--- config.mk ---
export PLATFORM = sky130hd
export DESIGN_NAME = vec_irq_ctrl
export DESIGN_NICKNAME = d
export VERILOG_FILES = /design/src/rtl/irq_ctrl_pkg.sv /design/src/rtl/irq_src_capture.sv /design/src/rtl/irq_cfg_regs.sv /design/src/rtl/irq_vector_enc.sv /design/src/rtl/vec_irq_ctrl.sv
export SDC_FILE = /design/constraint.sdc
export NUM_CORES = 1
export LEC_CHECK = 0
export ABC_CLOCK_PERIOD_IN_PS = 2100
export BUFFER_PORTS_ARGS = -buffer_cell sky130_fd_sc_hd__buf_2
export CELL_PAD_IN_SITES_DETAIL_PLACEMENT = 0
export CELL_PAD_IN_SITES_GLOBAL_PLACEMENT = 1
export CORE_UTILIZATION = 44
export CTS_BUF_LIST = sky130_fd_sc_hd__clkbuf_2 sky130_fd_sc_hd__clkbuf_4 sky130_fd_sc_hd__clkbuf_8
export DETAILED_ROUTE_END_ITERATION = 8
export PLACE_DENSITY_LB_ADDON = 0.3
export SYNTH_ARGS = -nofsm -noshare
export SYNTH_HDL_FRONTEND = slang
export SYNTH_SLANG_ARGS = --single-unit
--- constraint.sdc ---
create_clock -name clk -period 2.1 [get_ports clk]
set_input_delay 0.315 -clock clk [delete_from_list [all_inputs] [get_ports clk]]
set_output_delay 0.315 -clock clk [all_outputs]
set_load 0.03 [all_outputs]
--- src/rtl/irq_ctrl_pkg.sv ---
package irq_ctrl_pkg;
  localparam int REG_W = 32;

  typedef enum logic [2:0] {
    RG_STAT  = 3'd0,
    RG_PEND  = 3'd1,
    RG_EN    = 3'd2,
    RG_ACK   = 3'd3,
    RG_SETEN = 3'd4,
    RG_CLREN = 3'd5,
    RG_VEC   = 3'd6,
    RG_MSTR  = 3'd7
  } reg_word_e;

  localparam logic [REG_W-1:0] VEC_NONE = {REG_W{1'b1}};

  // Index of the lowest set bit, VEC_NONE when the word is empty.
  function automatic logic [REG_W-1:0] lowest_set(input logic [REG_W-1:0] v);
    logic [REG_W-1:0] idx;
    idx = VEC_NONE;
    for (int i = REG_W - 1; i >= 0; i--) begin
      if (v[i]) idx = REG_W'(i);
    end
    return idx;
  endfunction

  // Next status word: acknowledge clears, a fresh event wins over it.
  function automatic logic [REG_W-1:0] status_next(input logic [REG_W-1:0] cur,
                                                   input logic [REG_W-1:0] ack,
                                                   input logic [REG_W-1:0] evt);
    return (cur & ~ack) | evt;
  endfunction
endpackage

--- src/rtl/irq_src_capture.sv ---
module irq_src_capture #(
  parameter int                 N_SRC     = 32,
  parameter logic [N_SRC-1:0]   EDGE_KIND = '0
) (
  input  logic             clk,
  input  logic             rst_n,
  input  logic [N_SRC-1:0] src_in,
  input  logic [N_SRC-1:0] ack_mask,
  output logic [N_SRC-1:0] set_vec,
  output logic [N_SRC-1:0] status
);
  import irq_ctrl_pkg::*;

  logic [N_SRC-1:0] sync_a, sync_b, sync_prev;

  always_ff @(posedge clk) begin
    if (!rst_n) begin
      sync_a    <= '0;
      sync_b    <= '0;
      sync_prev <= '0;
    end else begin
      sync_a    <= src_in;
      sync_b    <= sync_a;
      sync_prev <= sync_b;
    end
  end

  for (genvar i = 0; i < N_SRC; i++) begin : g_kind
    if (EDGE_KIND[i]) begin : g_edge
      assign set_vec[i] = sync_b[i] & ~sync_prev[i];
    end else begin : g_level
      assign set_vec[i] = sync_b[i];
    end
  end

  logic [REG_W-1:0] stat_n;
  assign stat_n = status_next(REG_W'(status), REG_W'(ack_mask), REG_W'(set_vec));

  always_ff @(posedge clk) begin
    if (!rst_n) status <= '0;
    else        status <= stat_n[N_SRC-1:0];
  end
endmodule

--- src/rtl/irq_cfg_regs.sv ---
module irq_cfg_regs #(
  parameter int N_SRC = 32
) (
  input  logic             clk,
  input  logic             rst_n,
  input  logic             en_wr,
  input  logic             en_set_wr,
  input  logic             en_clr_wr,
  input  logic             mstr_wr,
  input  logic [N_SRC-1:0] wr_mask,
  input  logic [1:0]       mstr_data,
  output logic [N_SRC-1:0] enable,
  output logic [1:0]       master
);
  always_ff @(posedge clk) begin
    if (!rst_n) begin
      enable <= '0;
      master <= '0;
    end else begin
      if (en_wr)          enable <= wr_mask;
      else if (en_set_wr) enable <= enable | wr_mask;
      else if (en_clr_wr) enable <= enable & ~wr_mask;
      if (mstr_wr)        master <= mstr_data;
    end
  end
endmodule

--- src/rtl/irq_vector_enc.sv ---
module irq_vector_enc #(
  parameter int N_SRC = 32
) (
  input  logic [N_SRC-1:0]                 pending,
  output logic [irq_ctrl_pkg::REG_W-1:0]   vec_idx
);
  import irq_ctrl_pkg::*;
  assign vec_idx = lowest_set(REG_W'(pending));
endmodule

--- src/rtl/vec_irq_ctrl.sv ---
module vec_irq_ctrl #(
  parameter int               N_SRC     = 32,
  parameter logic [N_SRC-1:0] EDGE_KIND = '0
) (
  input  logic             clk,
  input  logic             rst_n,
  input  logic [N_SRC-1:0] src_in,
  input  logic [4:0]       addr,
  input  logic             wr_en,
  input  logic [31:0]      wr_data,
  input  logic             rd_en,
  output logic [31:0]      rd_data,
  output logic             irq_out
);
  import irq_ctrl_pkg::*;

  reg_word_e        word;
  logic             aligned;
  logic             wr_ok;
  logic             en_wr, en_set_wr, en_clr_wr, mstr_wr, ack_wr;
  logic [N_SRC-1:0] wr_mask, ack_mask;
  logic [N_SRC-1:0] status, enable, pending, set_vec;
  logic [1:0]       master;
  logic             master_both;
  logic [REG_W-1:0] vec_idx;
  logic [REG_W-1:0] rd_mux;

  assign word      = reg_word_e'(addr[4:2]);
  assign aligned   = (addr[1:0] == 2'b00);
  assign wr_ok     = wr_en & aligned;
  assign wr_mask   = wr_data[N_SRC-1:0];
  assign en_wr     = wr_ok & (word == RG_EN);
  assign en_set_wr = wr_ok & (word == RG_SETEN);
  assign en_clr_wr = wr_ok & (word == RG_CLREN);
  assign mstr_wr   = wr_ok & (word == RG_MSTR);
  assign ack_wr    = wr_ok & (word == RG_ACK);
  assign ack_mask  = ack_wr ? wr_mask : '0;

  irq_src_capture #(.N_SRC(N_SRC), .EDGE_KIND(EDGE_KIND)) cap_i (
    .clk(clk), .rst_n(rst_n), .src_in(src_in), .ack_mask(ack_mask),
    .set_vec(set_vec), .status(status)
  );

  irq_cfg_regs #(.N_SRC(N_SRC)) cfg_i (
    .clk(clk), .rst_n(rst_n), .en_wr(en_wr), .en_set_wr(en_set_wr),
    .en_clr_wr(en_clr_wr), .mstr_wr(mstr_wr), .wr_mask(wr_mask),
    .mstr_data(wr_data[1:0]), .enable(enable), .master(master)
  );

  assign pending     = status & enable;
  assign master_both = master[0] & master[1];

  irq_vector_enc #(.N_SRC(N_SRC)) enc_i (.pending(pending), .vec_idx(vec_idx));

  always_comb begin
    rd_mux = '0;
    if (aligned) begin
      unique case (word)
        RG_STAT: rd_mux = REG_W'(status);
        RG_PEND: rd_mux = REG_W'(pending);
        RG_EN:   rd_mux = REG_W'(enable);
        RG_VEC:  rd_mux = vec_idx;
        RG_MSTR: rd_mux = REG_W'(master);
        default: rd_mux = '0;
      endcase
    end
  end

  always_ff @(posedge clk) begin
    if (!rst_n) begin
      rd_data <= '0;
      irq_out <= 1'b0;
    end else begin
      if (rd_en) rd_data <= rd_mux;
      irq_out <= master_both & (|pending);
    end
  end
endmodule

==> out/metrics.cfg <==
[outcome]
run_status = complete, but fails checks
violations = design-rule violations

[layout]
diodes = 0
fin_nets = 1043
fillers = 1514
seq_area_um2 = 3260
final_util_pct = 53.0
syn2layout_area_growth_pct = 18.1
drive_above_1_share_pct = 18.4
multi_input_area_um2 = 3610

[power_and_ir_drop]
power_frac_comb_pct = 7.6
clkPwrFrac_pct = 39.2
p_leak_nw = 3.15
seqPwrFrac_pct = 53.2
p_per_area_nw_per_um2 = 729
ir_worst_vdd_mv = 0.417
p_switching_w = 0.00152
internal-power_w = 0.00459
switching_share_pct = 24.9

[placed_design]
hpwl_um = 12300
gp_congestion = 0.852
numPortBuffers = 105

[synthesis]
synth_cell_types = 52
synth.most_common_cell = nand2_1
netlist_top_cells_count = nand2_1 (165), dfxtp_1 (163), a21oi_1 (95)
synth-seq-cells = 163
synth_top_area_share_pct = 46.0
syn-instance-count = 867
synth_edf_count = 0
synth_top_area_cell = dfxtp_1
seq_area_frac_synth_pct = 46.0
syn-cell-area_um2 = 7100
ys.flop_type = dfxtp_1
synth_nets = 940
synth_warnings = 0
syn-mean-instance-area_um2 = 8.19
synth.area.top_cells = dfxtp_1 (46%), nand2_1 (8.7%), nor2b_1 (8.0%), a21oi_1 (6.7%), and2_1 (5.7%)
async_reset_ff_share_pct = 0

[clock_tree]
cts_sinks = 163
root_buffer = clkbuf_8
cts_htree_levels = 4
clk_latency_ps = 470
clockBufferDepth = 2
tritoncts = built
clkTransAtPathRegs_ps = 90
post-cts-setup-buffer-count = 0
numCtsBuffers = 17

[worst_setup_path]
cpMaxStageDelayCell = dfxtp_1
path_max_fanout = 5
crit_chain = a22oi_1, a221o_1, a222oi_1, o211ai_1, a2111oi_0, nor2_1
critPathKind = reg -> reg
slowest_delay_ps = 400
required_ps = 2450
path_delay_family = compound AO/OA/AOI/OAI gates
worst_setup_path_end_kind = flip-flop
crit_buf_inv = 0
worstSetupStartpointType = flip-flop
crit_arrival_ps = 2320

[detailed_routing]
detail_route.first_pass.iterations = 8
drtAntennaViolNets = 0
drc = 1
vias = 6230
drt-initial-drc-count = 492
wl_per_cell_um = 15.5
avgViaCountPerCell = 5.20
wl_um = 18600

[sta]
max_slew_margin_pct = 62.3
finalClockSkew_ps = 11.1
finalSetupViolations = 0
rsz0062_at_grt = no
report.final.slew_viol_count = 0
period_share_pct = 93.7
max_freq_mhz = 508
hold_viol = 0
fin_setup_tns_ps = 0
min_period_ps = 1970
worst_pin_slew_ps = 563

[floorplanning]
num_rows = 46
dieArea_um2 = 16700
design.core.area_um2 = 15800
fp.dieW_um = 129
pin_count = 106
fp.dieH_um = 129
start_util_pct = 44.9

[grt]
grt_pass1_wl_um = 30200
grt_overflow = 0
antenna_found_initial = 0
grt_usage_pct = 23.5
grt_pass1_vias = 5800
grt_max_degree = 115

[job]
maxCapViolCount = 0

[min_path]
hp-class = in -> reg

[path summary, 6_finish.rpt]
path / slack [ps] / cells past startpoint / end / startpoint
hold / removal: 50 / 2 / cap_i.sync_a[11] / src_in[11]
hold reg to reg: 430 / 1 / cap_i.set_vec[0] / cap_i.sync_a[0]
setup / recovery: 130 / 6 / rd_data[1] / cap_i.status[29]
setup reg to reg: 130 / 6 / rd_data[1] / cap_i.status[29]
[kinds of logic (layout without fill, tap and decap cells)]
family | count (synthesis) | in the layout | synth area share, %
mux | 2 | 2 | 0.282
compound gates | 253 | 253 | 21.9
simple gates | 391 | 391 | 28.4
buf+inv | 58 | 174 | 3.47
flops | 163 | 163 | 46.0
[per-layer routing]
metal	vias up	share of wire, %	wire (um)	track usage (%)
met5	-	0	0	0
met4	0	1.6	298	8.79
met3	23	4.0	737	4.54
met2	157	46	8560	38.0
met1	2890	48	9000	31.3
li1	3160	-	-	-
[area by class of cell]
class	instances	share of cell area, %
inverter	7	0.313
clock inverter	10	1.49
tap	216	3.22
sequential	163	38.9
multi-input combinational	646	43.1
timing repair buffer	135	9.43
clock buffer	22	3.54
[power by group through the flow]
stage | Sequential [W] | Clock [W] | Combinational, W
after global placement | 0.00333 | 0 | 0.000458
after global routing | 0.00327 | 0.00257 | 0.000515
after floorplan | 0.00331 | 0 | 0.000256
after CTS | 0.00325 | 0.00246 | 0.000463
after detailed placement | 0.00333 | 0 | 0.000461
final | 0.00325 | 0.00239 | 0.000465
[timing repair]
item                       4_1_cts  5_1_grt
resized for setup                0        1
setup endpoints to repair        0        4
hold buffers                     0        0
[per-stage QoR]
step	power, W	instance area (um^2)	std cells	hold WS (ps)	worst slack, ps
2_1_floorplan	0.00357	7100	867	406	460
6_report	0.00611	8390	1199	47.2	131
3_3_place_gp	0.00378	7960	1167	412	181
3_5_place_dp	0.00379	7960	1167	414	134
4_1_cts	0.00617	8380	1199	20.4	147
5_1_grt	0.00635	8390	1199	20.7	18.5
[placed cells by master, fill, tap and decap left out, drive strengths merged, types with 2 or more instances in the layout]
| master | instances |
|---|---|
| mux2i | 2 |
| nand2 | 166 |
| clkbuf | 22 |
| a21oi | 95 |
| nand3 | 11 |
| a32o | 2 |
| a222oi | 2 |
| and2 | 65 |
| o211ai | 34 |
| nor3 | 5 |
| clkinv | 7 |
| dfxtp | 163 |
| or3b | 2 |
| bufinv | 2 |
| o21ai | 62 |
| nor2b | 91 |
| a32oi | 4 |
| nand4 | 5 |
| inv | 7 |
| a22oi | 6 |
| a31oi | 3 |
| a22o | 2 |
| buf | 135 |
| and3 | 5 |
| nand2b | 3 |
| nor2 | 33 |
| a21boi | 34 |
Power figures use the tool's default switching activity.
